### src/rtl/rtsave_pkg.sv
package rtsave_pkg;
    typedef enum logic [1:0] {
        PC_HOLD   = 2'd0,
        PC_STEP   = 2'd1,
        PC_JUMP   = 2'd2,
        PC_RETURN = 2'd3
    } pc_op_e;

    typedef enum logic [1:0] {
        SH_HOLD = 2'd0,
        SH_SAVE = 2'd1,
        SH_XHI  = 2'd2,
        SH_XLO  = 2'd3
    } sh_op_e;
endpackage

### src/rtl/rtsave_opsel.sv
module rtsave_opsel
    import rtsave_pkg::*;
(
    input  logic   step_en,
    input  logic   call_en,
    input  logic   ret_en,
    input  logic   xchg_hi,
    input  logic   xchg_lo,
    output pc_op_e pc_op,
    output sh_op_e sh_op
);
    // Program counter: call, then return, then step.
    always_comb begin
        if (call_en)      pc_op = PC_JUMP;
        else if (ret_en)  pc_op = PC_RETURN;
        else if (step_en) pc_op = PC_STEP;
        else              pc_op = PC_HOLD;
    end

    // Shadow register: save on call, then high exchange, then low exchange.
    always_comb begin
        if (call_en)      sh_op = SH_SAVE;
        else if (xchg_hi) sh_op = SH_XHI;
        else if (xchg_lo) sh_op = SH_XLO;
        else              sh_op = SH_HOLD;
    end
endmodule

### src/rtl/rtsave_pc.sv
module rtsave_pc
    import rtsave_pkg::*;
#(
    parameter int ADDR_W = 14,
    parameter int INC_W  = 2
) (
    input  logic              clk,
    input  logic              rst_n,
    input  pc_op_e            pc_op,
    input  logic [INC_W-1:0]  step_inc,
    input  logic [ADDR_W-1:0] call_target,
    input  logic [ADDR_W-1:0] spc_cur,
    output logic [ADDR_W-1:0] pc
);
    logic [ADDR_W-1:0] pc_q, pc_n;

    always_comb begin
        unique case (pc_op)
            PC_HOLD:   pc_n = pc_q;
            PC_STEP:   pc_n = pc_q + ADDR_W'(step_inc);
            PC_JUMP:   pc_n = call_target;
            PC_RETURN: pc_n = spc_cur;
            default:   pc_n = pc_q;
        endcase
    end

    always_ff @(posedge clk or negedge rst_n) begin
        if (!rst_n) pc_q <= '0;
        else        pc_q <= pc_n;
    end

    assign pc = pc_q;
endmodule

### src/rtl/rtsave_shadow.sv
module rtsave_shadow
    import rtsave_pkg::*;
#(
    parameter int ADDR_W = 14,
    parameter int DATA_W = 8
) (
    input  logic              clk,
    input  logic              rst_n,
    input  sh_op_e            sh_op,
    input  logic [ADDR_W-1:0] ret_addr,
    input  logic [DATA_W-1:0] acc_in,
    output logic [ADDR_W-1:0] spc,
    output logic [DATA_W-1:0] acc_out,
    output logic              acc_vld
);
    localparam int HI_W = ADDR_W - DATA_W;

    logic [ADDR_W-1:0] spc_q, spc_n;
    logic [DATA_W-1:0] acc_q, acc_n;
    logic              vld_q, vld_n;

    always_comb begin
        spc_n = spc_q;
        acc_n = acc_q;
        vld_n = 1'b0;
        unique case (sh_op)
            SH_HOLD: ;
            SH_SAVE: spc_n = ret_addr;
            SH_XHI: begin
                spc_n = {acc_in[HI_W-1:0], spc_q[DATA_W-1:0]};
                acc_n = DATA_W'(spc_q[ADDR_W-1:DATA_W]);
                vld_n = 1'b1;
            end
            SH_XLO: begin
                spc_n = {spc_q[ADDR_W-1:DATA_W], acc_in};
                acc_n = spc_q[DATA_W-1:0];
                vld_n = 1'b1;
            end
            default: ;
        endcase
    end

    always_ff @(posedge clk or negedge rst_n) begin
        if (!rst_n) begin
            spc_q <= '0;
            acc_q <= '0;
            vld_q <= 1'b0;
        end else begin
            spc_q <= spc_n;
            acc_q <= acc_n;
            vld_q <= vld_n;
        end
    end

    assign spc     = spc_q;
    assign acc_out = acc_q;
    assign acc_vld = vld_q;
endmodule

### src/rtl/rtsave_unit.sv
module rtsave_unit
    import rtsave_pkg::*;
#(
    parameter int ADDR_W = 14,
    parameter int DATA_W = 8,
    parameter int INC_W  = 2
) (
    input  logic              clk,
    input  logic              rst_n,
    input  logic              step_en,
    input  logic [INC_W-1:0]  step_inc,
    input  logic              call_en,
    input  logic              ret_en,
    input  logic [ADDR_W-1:0] call_target,
    input  logic [ADDR_W-1:0] ret_addr,
    input  logic              xchg_hi,
    input  logic              xchg_lo,
    input  logic [DATA_W-1:0] acc_in,
    output logic [ADDR_W-1:0] pc,
    output logic [ADDR_W-1:0] spc,
    output logic [DATA_W-1:0] acc_out,
    output logic              acc_vld
);
    pc_op_e pc_op;
    sh_op_e sh_op;

    rtsave_opsel u_opsel (
        .step_en (step_en),
        .call_en (call_en),
        .ret_en  (ret_en),
        .xchg_hi (xchg_hi),
        .xchg_lo (xchg_lo),
        .pc_op   (pc_op),
        .sh_op   (sh_op)
    );

    rtsave_pc #(.ADDR_W(ADDR_W), .INC_W(INC_W)) u_pc (
        .clk         (clk),
        .rst_n       (rst_n),
        .pc_op       (pc_op),
        .step_inc    (step_inc),
        .call_target (call_target),
        .spc_cur     (spc),
        .pc          (pc)
    );

    rtsave_shadow #(.ADDR_W(ADDR_W), .DATA_W(DATA_W)) u_shadow (
        .clk      (clk),
        .rst_n    (rst_n),
        .sh_op    (sh_op),
        .ret_addr (ret_addr),
        .acc_in   (acc_in),
        .spc      (spc),
        .acc_out  (acc_out),
        .acc_vld  (acc_vld)
    );
endmodule

### config.mk
export PLATFORM = sky130hd
export DESIGN_NAME = rtsave_unit
export DESIGN_NICKNAME = d
export VERILOG_FILES = /design/src/rtl/rtsave_pkg.sv /design/src/rtl/rtsave_opsel.sv /design/src/rtl/rtsave_pc.sv /design/src/rtl/rtsave_shadow.sv /design/src/rtl/rtsave_unit.sv
export SDC_FILE = /design/constraint.sdc
export NUM_CORES = 1
export LEC_CHECK = 0
export CAP_MARGIN = 10
export CORE_MARGIN = 2
export CORE_UTILIZATION = 40
export DETAILED_ROUTE_END_ITERATION = 10
export GPL_TIMING_DRIVEN = 1
export HOLD_SLACK_MARGIN = 0.03
export PLACE_DENSITY = 0.77
export SLEW_MARGIN = 40
export SYNTH_ARGS = -nofsm -noshare
export SYNTH_HDL_FRONTEND = slang
export SYNTH_SLANG_ARGS = --single-unit
### constraint.sdc
create_clock -name clk -period 1.92 [get_ports clk]
set_input_delay 0.288 -clock clk [delete_from_list [all_inputs] [get_ports clk]]
set_output_delay 0.288 -clock clk [all_outputs]
set_load 0.02 [all_outputs]
* After elaboration in Yosys (flattened, before gate mapping)
Index checks and enable logic that the tools add are counted.
Storage, ports and cells: output and inout port bits 37, flip-flop bits (word level) 37
Operators by class: reductions and logical operators 7, equal/unequal tests 6, add/sub/neg operators 1, multiplexer cells 10, bitwise logic cells 2
Operators with widths (count):
- 14-bit one-hot mux with 3 select lines | 2
- 8-bit one-hot mux with 2 select lines | 1
- 14-bit by 2-bit adder with 14-bit output | 1
- 2-bit two-way mux | 5
- 2-bit == test, second input constant | 4
- 2-bit nonzero test | 3
- 2-bit by 1-bit == test with 1-bit output, second input constant | 2
- 2-bit AND reduction | 2
- 2-bit logical NOT | 1
- 1-bit two-way mux | 2
- 1-bit inverter | 2
- 2-bit OR reduction | 1

* Logic depth before layout (Yosys ltp)
depth in word-level cells 6, depth in mapped cells 9

* Cells and area by module
A second synthesis with hierarchy kept.
Second synthesis, totals: cell total of the unflattened synthesis 222, area total of the unflattened synthesis 2229.6 µm²
By module, submodules not included:
- rtsave_shadow | instances 1, area an instance 1164.9 µm², seq. area each 575.6 µm², cells an instance 118
- rtsave_pc | instances 1, area an instance 1032.2 µm², seq. area each 350.3 µm², cells an instance 97
- rtsave_opsel | instances 1, area an instance 32.5 µm², seq. area each 0.0 µm², cells an instance 7

* Worst setup path after synthesis
No wires, ideal clock.
path type in2reg, from input call_en, to register u_shadow.spc_q[10], in the netlist u_shadow.spc[10], data required time 1.837 ns, path buffers 3, stages 9, arrival 1.996 ns, path slack -0.158 ns, path through buf_6 -> a21oi_1 -> buf_2 -> inv_1 -> ha_1 -> nor2_1 -> buf_2 -> a22oi_1 -> o21ai_0
On the way: cells in the longest elaborated chain, start to end 4, elaborated cells between the ends (all ways) 8
Ends and longest elaborated chain:
- from (decl) | RTL line rtsave_unit.sv:12 | input logic call_en,
- 2-bit two-way mux (*) | RTL line rtsave_opsel.sv:22 | if (call_en) sh_op = SH_SAVE;
- 2-bit by 1-bit == test with 1-bit output or 2-bit == test (tied branches) | RTL line rtsave_shadow.sv:26 | unique case (sh_op)
- 2-bit nonzero test (no line) or 1-bit inverter (tied branches)
- 2-bit AND reduction (no line)
- to (signal assigned) | RTL line rtsave_shadow.sv:49 | spc_q <= spc_n;
- to (decl) | RTL line rtsave_shadow.sv:18 | logic [ADDR_W-1:0] spc_q, spc_n;
Mark *: on every way between the ends. The rest lies on a longest branch, timed or not. A chain may end at the register's enable or synchronous reset.

* Worst setup path in the final report
from register u_pc.pc_q[0], in the netlist u_pc.pc[0], to register u_pc.pc_q[10], in the netlist u_pc.pc[10]
On the way: cells in the longest elaborated chain, start to end 2
Ends and longest elaborated chain:
- from (decl) | RTL line rtsave_pc.sv:15 | logic [ADDR_W-1:0] pc_q, pc_n;
- from (signal assigned) | RTL line rtsave_pc.sv:29 | else pc_q <= pc_n;
- 14-bit by 2-bit adder with 14-bit output | RTL line rtsave_pc.sv:20 | PC_STEP: pc_n = pc_q + ADDR_W'(step_inc);
- 14-bit one-hot mux with 3 select lines | RTL line rtsave_pc.sv:18 | unique case (pc_op)
No other way between the ends.

==> results.yml <==
clock_network:
  clock_sink_count: 37
  cts.reportedPaths.clkPinSlew_ps: 80
  numCtsBuffers: 5
  worstSkewPairLatency_ps: 300
  hold_buffers: 0
  tritoncts: "done"
  clockBufferDepth: 2
  cts-root-buf: "clkbuf_8"
  h-tree-depth: 2
worst_setup_path:
  crit_chain: "ha_4 > inv_2 > fa_2 > and4b_2 > and3_4 > and3_1 > o32a_1"
  crit_fanout: 5
  worstReg2RegEnd: "u_pc.pc[10]$_DFFE_PN0P_"
  cpPeakStageDelay_ps: 430
  crit_type: "register to register"
  worstSetupStartpointType: "register"
  cp_slowest_cell: "dfrtp_2"
  crit_path_end_kind: "register"
  arrival_ps: 2060
  rr_worst_depth: 7
  r2r-start: "u_pc.pc[0]$_DFFE_PN0P_"
  rrSetupSlack_ps: 50
  worstPathRequired_ps: 2110
floorplan:
  die_x_um: 76.6
  core_area_um2: 5110
  initial_core_util_pct: 41.3
  die_area_um2: 5870
  die_y_um: 76.6
  core.rowCount: 26
  io_pins: 82
timing:
  setup_slack_ps: 46.8
  setup_violations: 0
  hold_viol_final: 0
  max_freq_ghz: 0.534
  rsz0062_at_grt: "yes"
  tightest_slew_ps: 666
  fin_crit_sh_pct: 97.6
  max_slew_margin_pct: 55.4
  finalMaxSlewViolations: 0
  fin_skew_ps: 8.87
  fin_crit_ps: 1870
synthesis:
  synth.top_cell.area_share_pct: 43.9
  async_reset_ff_share_pct: 100
  yosys-top-cells-area: "dfrtp_1 (44%), a22oi_1 (6.8%), o21ai_0 (6.4%)"
  syn-cell-area_um2: 2110
  ys_ff_latch: 37
  syn_area_per_cell_um2: 9.13
  synth_cell_types: 43
  ys_warn_count: 0
  synth_most_common_cell: "dfrtp_1"
  yosysSeqAreaShare_pct: 43.9
  syn_inst: 231
  synth-main-ff-cell: "dfrtp_1"
  ys_top_cells_by_count: "dfrtp_1 (37), nand2_1 (29), o21ai_0 (27)"
  yosysTopAreaCell: "dfrtp_1"
  synth-edff-count: 0
  synth_nets: 281
routing:
  drt_iter0_drc: 121
  drc: 0
  ant_nets: 0
  drtPass1Iterations: 4
  vias: 2190
  wl_um: 6440
  wire_per_inst_um: 16.1
  routed_via_density: 5.48
power_and_ir_drop:
  p_int_uw: 1800
  leakage_uw: 0.00139
  power_switching_uw: 884
  peakVddDrop_uv: 544
  p_clk_share_pct: 26.9
  sw_frac_of_total_pct: 33.0
  p_comb_share_pct: 33.9
  pwr-share-seq_pct: 39.2
  powerDensity_nw_per_um2: 806
placement:
  gp_congestion: 0.811
  pre_cts_slack_ps: -483
  dp_cells: 392
  placed_cell_area_um2: 3160
  numPortBuffers: 81
  dpl.hpwl_um: 4910
grt:
  antenna_found_initial: 0
  grt_pass1_vias: 2249
  grt_max_degree: 38
  grt_overflow_total: 0
  grtUsageTotal_pct: 22.7
  grt_pass1_wl_um: 10600
cells_and_area:
  layout.cells.non_filler: 400
  final_net_count: 379
  antennaDiodeCount: 0
  drive_above_1_share_pct: 14.2
  fillers: 449
  area_delta_synth_final_pct: 57.8
  post-route-cell-area_um2: 3330
hold_path:
  hold_class: "input pin to asynchronous set/reset pin"
outcome:
  status: "finished clean"
job:
  cap_violations: 0
-- area by class of cell --
class	count	area, µm²	share of cell area (%)
Clock buffer	6	82.6	2.48
Clock inverter	2	37.5	1.13
Inverter	11	41.3	1.24
Multi-Input combinational cell	171	1150	34.5
Sequential cell	37	927	27.9
Tap cell	70	87.6	2.63
Timing Repair Buffer	103	1000	30.1
-- cells by family (layout without fill, tap and decap cells) --
family          Yosys count  after routing  share of synthesized area [%]
compound gates           92             92                           28.5
fa+ha+maj                 5              5                           3.32
buf+inv                  23            122                           4.98
flops                    37             37                           43.9
mux                       7              7                           3.32
simple gates             67             67                           15.9
-- timing repair --
action,4_1_cts,5_1_grt
gates cloned,0,0
endpoints found under the setup margin,5,3
pin swaps,1,5
setup buffers,0,0
gates resized for setup,5,8
-- layout by cell type (no fill, tap or decap), types with 3 or more instances in the layout --
cell / n
mux2i_1: 7
dfrtp_1: 36
inv_1: 10
clkbuf_8: 6
ha_1: 3
and3_1: 3
a211oi_1: 4
clkdlybuf4s50_1: 79
a22o_1: 3
nor2_1: 8
o21ai_0: 27
a21oi_1: 15
buf_4: 20
a2bb2oi_1: 6
nand2_1: 28
nand4_1: 7
and2_1: 3
a22oi_1: 19
-- metrics by stage --
step                total power, µW  util [%]  hold WS, ps  TNS, ps
floorplan                      1460         -        -7.59        0
global placement               1940      61.8          482    -1930
detailed placement             1960      61.8          486    -3120
CTS                            2680      64.4          418        0
global route                   2820      65.1          465    -58.3
finish                         2680      65.1          404        0
-- power by group through the flow --
| stage | Sequential (µW) | Clock (µW) | Combinational (µW) |
|---|---|---|---|
| 4_1_cts | 1050 | 728 | 904 |
| 3_5_place_dp | 1060 | 0 | 899 |
| 3_3_place_gp | 1060 | 0 | 883 |
| 5_1_grt | 1070 | 765 | 980 |
| 6_report | 1050 | 721 | 909 |
| 2_1_floorplan | 1170 | 0 | 284 |
-- flip-flops by register name, summed over array words and instances, names as in the netlist --
register          flops
u_pc.pc              14
u_shadow.spc         14
u_shadow.acc_out      8
u_shadow.acc_vld      1
-- worst max-delay path by stage --
| stage | cells after the start | endpoint | slack (ps) | startpoint |
|---|---|---|---|---|
| after floorplan | 7 | u_pc.pc[10]$_DFFE_PN0P_ | 30 | u_pc.pc[0]$_DFFE_PN0P_ |
| after global placement | 8 | u_pc.pc[10]$_DFFE_PN0P_ | -390 | step_inc[0] |
| after detailed placement | 8 | u_pc.pc[12]$_DFFE_PN0P_ | -480 | step_inc[0] |
| final | 7 | u_pc.pc[10]$_DFFE_PN0P_ | 50 | u_pc.pc[0]$_DFFE_PN0P_ |
| after global routing | 7 | u_pc.pc[12]$_DFFE_PN0P_ | -30 | u_pc.pc[0]$_DFFE_PN0P_ |
| after CTS | 7 | u_pc.pc[10]$_DFFE_PN0P_ | 60 | u_pc.pc[0]$_DFFE_PN0P_ |
-- metal layers --
metal	track usage, %	vias up	share of wire (%)
met3	6.16	11	6.8
met4	7.82	0	1.6
met2	38.6	77	50
met5	0	-	0
met1	27.7	1052	42
li1	-	1050	-
-- critical path, delay by kind of cell (launching register included) --
family	cells	cell delay, ps
AOI/OAI and AO/OA	1	270
buffers and inverters	1	50
DFF	1	430
and+or+nand+nor	3	640
adders and majority gates	2	360
No activity file was read; power rests on OpenSTA's default activity.
